**config.mk**
```make
export PLATFORM = sky130hd
export DESIGN_NAME = blk_xfer_seq
export DESIGN_NICKNAME = d
export VERILOG_FILES = /design/src/rtl/blk_xfer_seq.sv
export SDC_FILE = /design/constraint.sdc
export NUM_CORES = 1
export LEC_CHECK = 0
export ABC_AREA = 1
export BUFFER_PORTS_ARGS = -buffer_cell sky130_fd_sc_hd__buf_2
export CORE_ASPECT_RATIO = 1.4
export CORE_MARGIN = 5
export CORE_UTILIZATION = 30
export DETAILED_ROUTE_END_ITERATION = 10
export GPL_ROUTABILITY_DRIVEN = 0
export PLACE_DENSITY_LB_ADDON = 0.12
export REMOVE_ABC_BUFFERS = 1
export SYNTH_ARGS = -nofsm -noshare
export SYNTH_HDL_FRONTEND = slang
export SYNTH_SLANG_ARGS = --single-unit
```
**constraint.sdc**
```tcl
create_clock -name clk -period 3.2 [get_ports clk]
set_input_delay 0.16 -clock clk [delete_from_list [all_inputs] [get_ports clk]]
set_output_delay 0.16 -clock clk [all_outputs]
set_load 0.01 [all_outputs]
```
**src/rtl/blk_xfer_seq.sv**
```systemverilog
module blk_xfer_seq #(
  parameter int AW = 32,
  parameter int DW = 32,
  parameter int LW = 16,
  parameter int BW = 8,
  parameter int IW = 8
) (
  input  logic          clk,
  input  logic          rst_n,
  input  logic          start,
  input  logic          dir_in,
  input  logic [LW-1:0] len_in,
  input  logic [1:0]    size_in,
  input  logic [BW-1:0] burst_in,
  input  logic [IW-1:0] ilv_in,
  input  logic [AW-1:0] bp_base,
  input  logic [AW-1:0] lc_base,
  input  logic          bus_gnt,
  input  logic          bp_ack,
  input  logic          bp_err,
  input  logic [DW-1:0] bp_rdata,
  input  logic          lc_ack,
  input  logic          lc_err,
  input  logic [DW-1:0] lc_rdata,
  output logic          bus_req,
  output logic          bp_stb,
  output logic          bp_we,
  output logic [AW-1:0] bp_addr,
  output logic          lc_stb,
  output logic          lc_we,
  output logic [AW-1:0] lc_addr,
  output logic [DW-1:0] wdata,
  output logic          slave_win,
  output logic          busy,
  output logic          done_irq,
  output logic          err_flag
);

  typedef enum logic [2:0] {S_IDLE, S_REQ, S_P1, S_P2, S_ILV} st_t;

  st_t           st;
  logic          dir_q, wrap_q, irq_q, err_q;
  logic [2:0]    sz_q, sz_dec;
  logic [LW-1:0] rem_q;
  logic [BW-1:0] burst_q, cnt_q, cnt_nx;
  logic [IW-1:0] ilv_q, ilv_cnt;
  logic [AW-1:0] bp_a, lc_a, bp_nx, lc_nx;
  logic [DW-1:0] data_q;
  logic [8:0]    bp_sum;
  logic          hs, fault, last, brk;

  assign sz_dec = (size_in == 2'd0) ? 3'd1 : (size_in == 2'd1) ? 3'd2 : 3'd4;

  assign lc_stb = (st == S_P1 && !dir_q) || (st == S_P2 && dir_q);
  assign bp_stb = (st == S_P1 && dir_q) || (st == S_P2 && !dir_q);
  assign lc_we  = dir_q;
  assign bp_we  = !dir_q;

  assign hs    = (lc_stb && lc_ack) || (bp_stb && bp_ack);
  assign fault = (lc_stb && lc_err) || (bp_stb && bp_err);

  assign bp_sum = {1'b0, bp_a[7:0]} + {6'b0, sz_q};
  assign bp_nx  = bp_a + {{(AW-3){1'b0}}, sz_q};
  assign lc_nx  = lc_a + {{(AW-3){1'b0}}, sz_q};
  assign cnt_nx = cnt_q + 1'b1;
  assign last   = rem_q <= {{(LW-3){1'b0}}, sz_q};
  assign brk    = (dir_q ? wrap_q : bp_sum[8]) || (burst_q != '0 && cnt_nx == burst_q);

  assign bus_req   = (st == S_REQ) || (st == S_P1) || (st == S_P2);
  assign slave_win = (st == S_ILV);
  assign busy      = (st != S_IDLE);
  assign bp_addr   = bp_a;
  assign lc_addr   = lc_a;
  assign wdata     = data_q;
  assign done_irq  = irq_q;
  assign err_flag  = err_q;

  always_ff @(posedge clk or negedge rst_n) begin
    if (!rst_n) begin
      st      <= S_IDLE;
      dir_q   <= 1'b0;
      wrap_q  <= 1'b0;
      irq_q   <= 1'b0;
      err_q   <= 1'b0;
      sz_q    <= 3'd1;
      rem_q   <= '0;
      burst_q <= '0;
      cnt_q   <= '0;
      ilv_q   <= '0;
      ilv_cnt <= '0;
      bp_a    <= '0;
      lc_a    <= '0;
      data_q  <= '0;
    end else begin
      case (st)
        S_IDLE: if (start) begin
          dir_q   <= dir_in;
          sz_q    <= sz_dec;
          rem_q   <= len_in;
          burst_q <= burst_in;
          ilv_q   <= ilv_in;
          bp_a    <= bp_base;
          lc_a    <= lc_base;
          cnt_q   <= '0;
          err_q   <= 1'b0;
          irq_q   <= (len_in == '0);
          st      <= (len_in == '0) ? S_IDLE : S_REQ;
        end
        S_REQ: if (bus_gnt) st <= S_P1;
        S_P1: begin
          if (fault) begin
            err_q <= 1'b1;
            st    <= S_IDLE;
          end else if (hs) begin
            data_q <= dir_q ? bp_rdata : lc_rdata;
            if (dir_q) begin
              bp_a   <= bp_nx;
              wrap_q <= bp_sum[8];
            end else begin
              lc_a <= lc_nx;
            end
            st <= S_P2;
          end
        end
        S_P2: begin
          if (fault) begin
            err_q <= 1'b1;
            st    <= S_IDLE;
          end else if (hs) begin
            if (dir_q) lc_a <= lc_nx;
            else       bp_a <= bp_nx;
            rem_q <= last ? '0 : rem_q - {{(LW-3){1'b0}}, sz_q};
            if (last) begin
              irq_q <= 1'b1;
              st    <= S_IDLE;
            end else if (brk) begin
              cnt_q   <= '0;
              ilv_cnt <= ilv_q;
              st      <= S_ILV;
            end else begin
              cnt_q <= cnt_nx;
              st    <= S_P1;
            end
          end
        end
        S_ILV: begin
          if (ilv_cnt == '0) st <= S_REQ;
          else ilv_cnt <= ilv_cnt - 1'b1;
        end
        default: st <= S_IDLE;
      endcase
    end
  end

endmodule

```
==> run metrics <==
status finished, final reports clean; CP Capture Type flip-flop; WHS 0.0253 ns; Synth top cells by count nand2_1 (568), dfrtp_1 (153), nor2_1 (151); worst skew pair latency 0.44 ns; RSZ-0062 raised after global routing no; relative max-transition margin 43.6%; area of the multi-input gates 0.00534 sq mm; Crit. Startpoint st[2]; final core utilization 41.4%; flop2flop setup slack 0.46 ns; Final ANT Viol Nets 0; final worst-path setup slack 0.460 ns; Synth area leaders dfrtp_1 (39%), nand2_1 (22%), nor2_1 (5.7%), inv_1 (4.4%), o21ai_0 (3.7%); Post-CTS Setup Inserts 0; Slew Limit Fails 0; Sink Count 154; Seq. cell area 0.00385 sq mm; Port Buffers 275; Routed Wire Length 34300 microns; Mean Syn Cell Area 6.80 sq um; Starting Density 30.5%; R2R Path Start st[2]; CTS tree yes; minimum clock period 2.74 ns; max frequency 0.365 GHz; Max clock buf depth 2; Post-layout nets 2006; IO Count 276; crit path kind reg -> reg; Die X-Extent 164 microns; asr flop ratio synth 100%; Place WS 0.445 ns; Setup-failing EPs final 0; worst r2r path cells 13; Yosys cell types 39; Tightest Pin Transition 0.839 ns; die area 0.0368 sq mm; Final Cycle Share 85.6%; YS warnings 0; first-pass GRT wire length 54600 microns; required time of the critical path 3.59 ns; main flop type after synthesis dfrtp_1; pin count of the biggest net entering global routing 75; grt ovf 0; endpoints failing hold 0; post-CTS resize count 0; htree depth 4; leakage 6.79 nW; hpwl dp 25600 microns; Vias per Instance 4.60; Synth Instances 1457; Final Cell Area 0.0135 sq mm; Critical Path AT 3.13 ns; clock slew at reported path FFs 0.07 ns; post-route DRC violation count 0; vias in the first global route 10600; Root Driver clkbuf_16; Placeable Area 0.0325 sq mm; number of synthesized flops with an enable pin 0; sequential share of the synthesized area 38.9%; GRT Util Overall 18.7%; Reg-to-Reg End wdata[20]; Placed Area 0.0117 sq mm; area grow syn2layout 35.9%; CTS buffer count 17; drt wl/cell 15.1 microns; Vias 10500; count leader, synth nand2_1; ANT cells 0; Syn Std Cell Area 0.00990 sq mm; Setup Skew 0.00957 ns; Synth top area share 38.7%; fraction of layout cells with a size suffix above 1 19.6%; hold_buf cts 102; Iter 0 DRT Violations 474; Critical Path End wdata[20]; die height 225 microns; Rows 78; initial antenna violation count 4; crit-path max FO 64; Initial DRT Pass Iterations 5; HP Class in -> reg; Synth area leader dfrtp_1; Synth Register Bits 154; Max rail drop VDD 0.000576 V; maxcap violations 0; fillers 3443; Setup crit start kind flip-flop; Power Density 979 mW/mm^2
-- state kept, by name (all words and copies together) (netlist names) --
name and flops:
bp_addr 32, lc_addr 32, wdata 32, rem_q 16, burst_q 8, cnt_q 8
ilv_cnt 8, ilv_q 8, st 3, sz_q 3, done_irq 1, err_flag 1
lc_we 1, wrap_q 1
-- worst min path at each step --
stage	start	endpoint	slack [ns]	cells past startpoint
detailed placement	rst_n	bp_addr[27]	0.28	1
global route	bp_base[12]	bp_addr[12]	0.02	5
CTS	lc_base[16]	lc_addr[16]	0.0008	3
finish	lc_base[16]	lc_addr[16]	0.03	3
floorplan	rst_n	bp_addr[0]	-0.14	0
global placement	rst_n	bp_addr[27]	0.27	1
-- layer usage --
layer  wire length [microns]  part of all wire, %  track usage [%]
met5                      46                 0.13                0
met4                    1010                  3.0             7.01
met3                    1850                  5.4             4.52
met2                   17200                   50             33.4
met1                   14100                   41             21.6
-- cell type report --
cell class	count	share of cell area [%]
multi-input cells	1130	39.7
well taps	440	4.09
clock buffers	17	3.16
clock inverters	14	2.00
flip-flops and latches	154	28.7
inverters	125	3.49
repair buffers	392	18.9
-- critical path: stages, from the launching register on --
cell           delay, ns
dfrtp_1             0.45
nor2_4              0.17
nand2_2             0.15
nand2_1             0.12
nand2_1             0.07
inv_2               0.08
nand2_1             0.05
nand2_1             0.08
nand2_1             0.11
inv_2               0.06
buf_4               0.47
nor2_1              0.10
a31oi_1             0.16
dlygate4sd3_1       0.57
-- power by group --
part	leakage (nW)	switching, mW	internal (mW)
registers	1.90	0.955	2.89
logic	4.56	4.21	2.66
clock network	0.330	0.909	1.55
-- cell usage in the layout, fill, tap and decap left out, types with 13 or more instances in the layout --
cell	instances
nor3_1	38
nor2_1	151
inv_1	115
xor2_1	32
o21ai_1	31
dfrtp_1	153
buf_2	274
clkbuf_16	17
mux2i_1	15
nand4_1	25
buf_4	13
nand2_1	568
o21ai_0	73
a31oi_1	35
nand3_1	64
dlygate4sd3_1	102
-- cell families (layout without fill, tap and decap cells) --
group	Yosys count	in the layout	synth area share [%]
fa+ha+maj	15	15	2.12
mux	15	15	1.52
xor+xnor	44	44	3.89
flops	154	154	38.9
buf+inv	173	548	7.11
compound gates	170	170	9.53
simple gates	886	886	36.9
-- metrics by stage --
step           TNS (ns)  std cells  power, mW
6_report              0       2272       13.2
5_1_grt               0       2272       14.5
4_1_cts               0       2272       13.4
3_5_place_dp          0       2139       10.4
3_3_place_gp          0       2139       10.4
2_1_floorplan    -0.616       1409       7.94
Power figures use the tool's default switching activity.
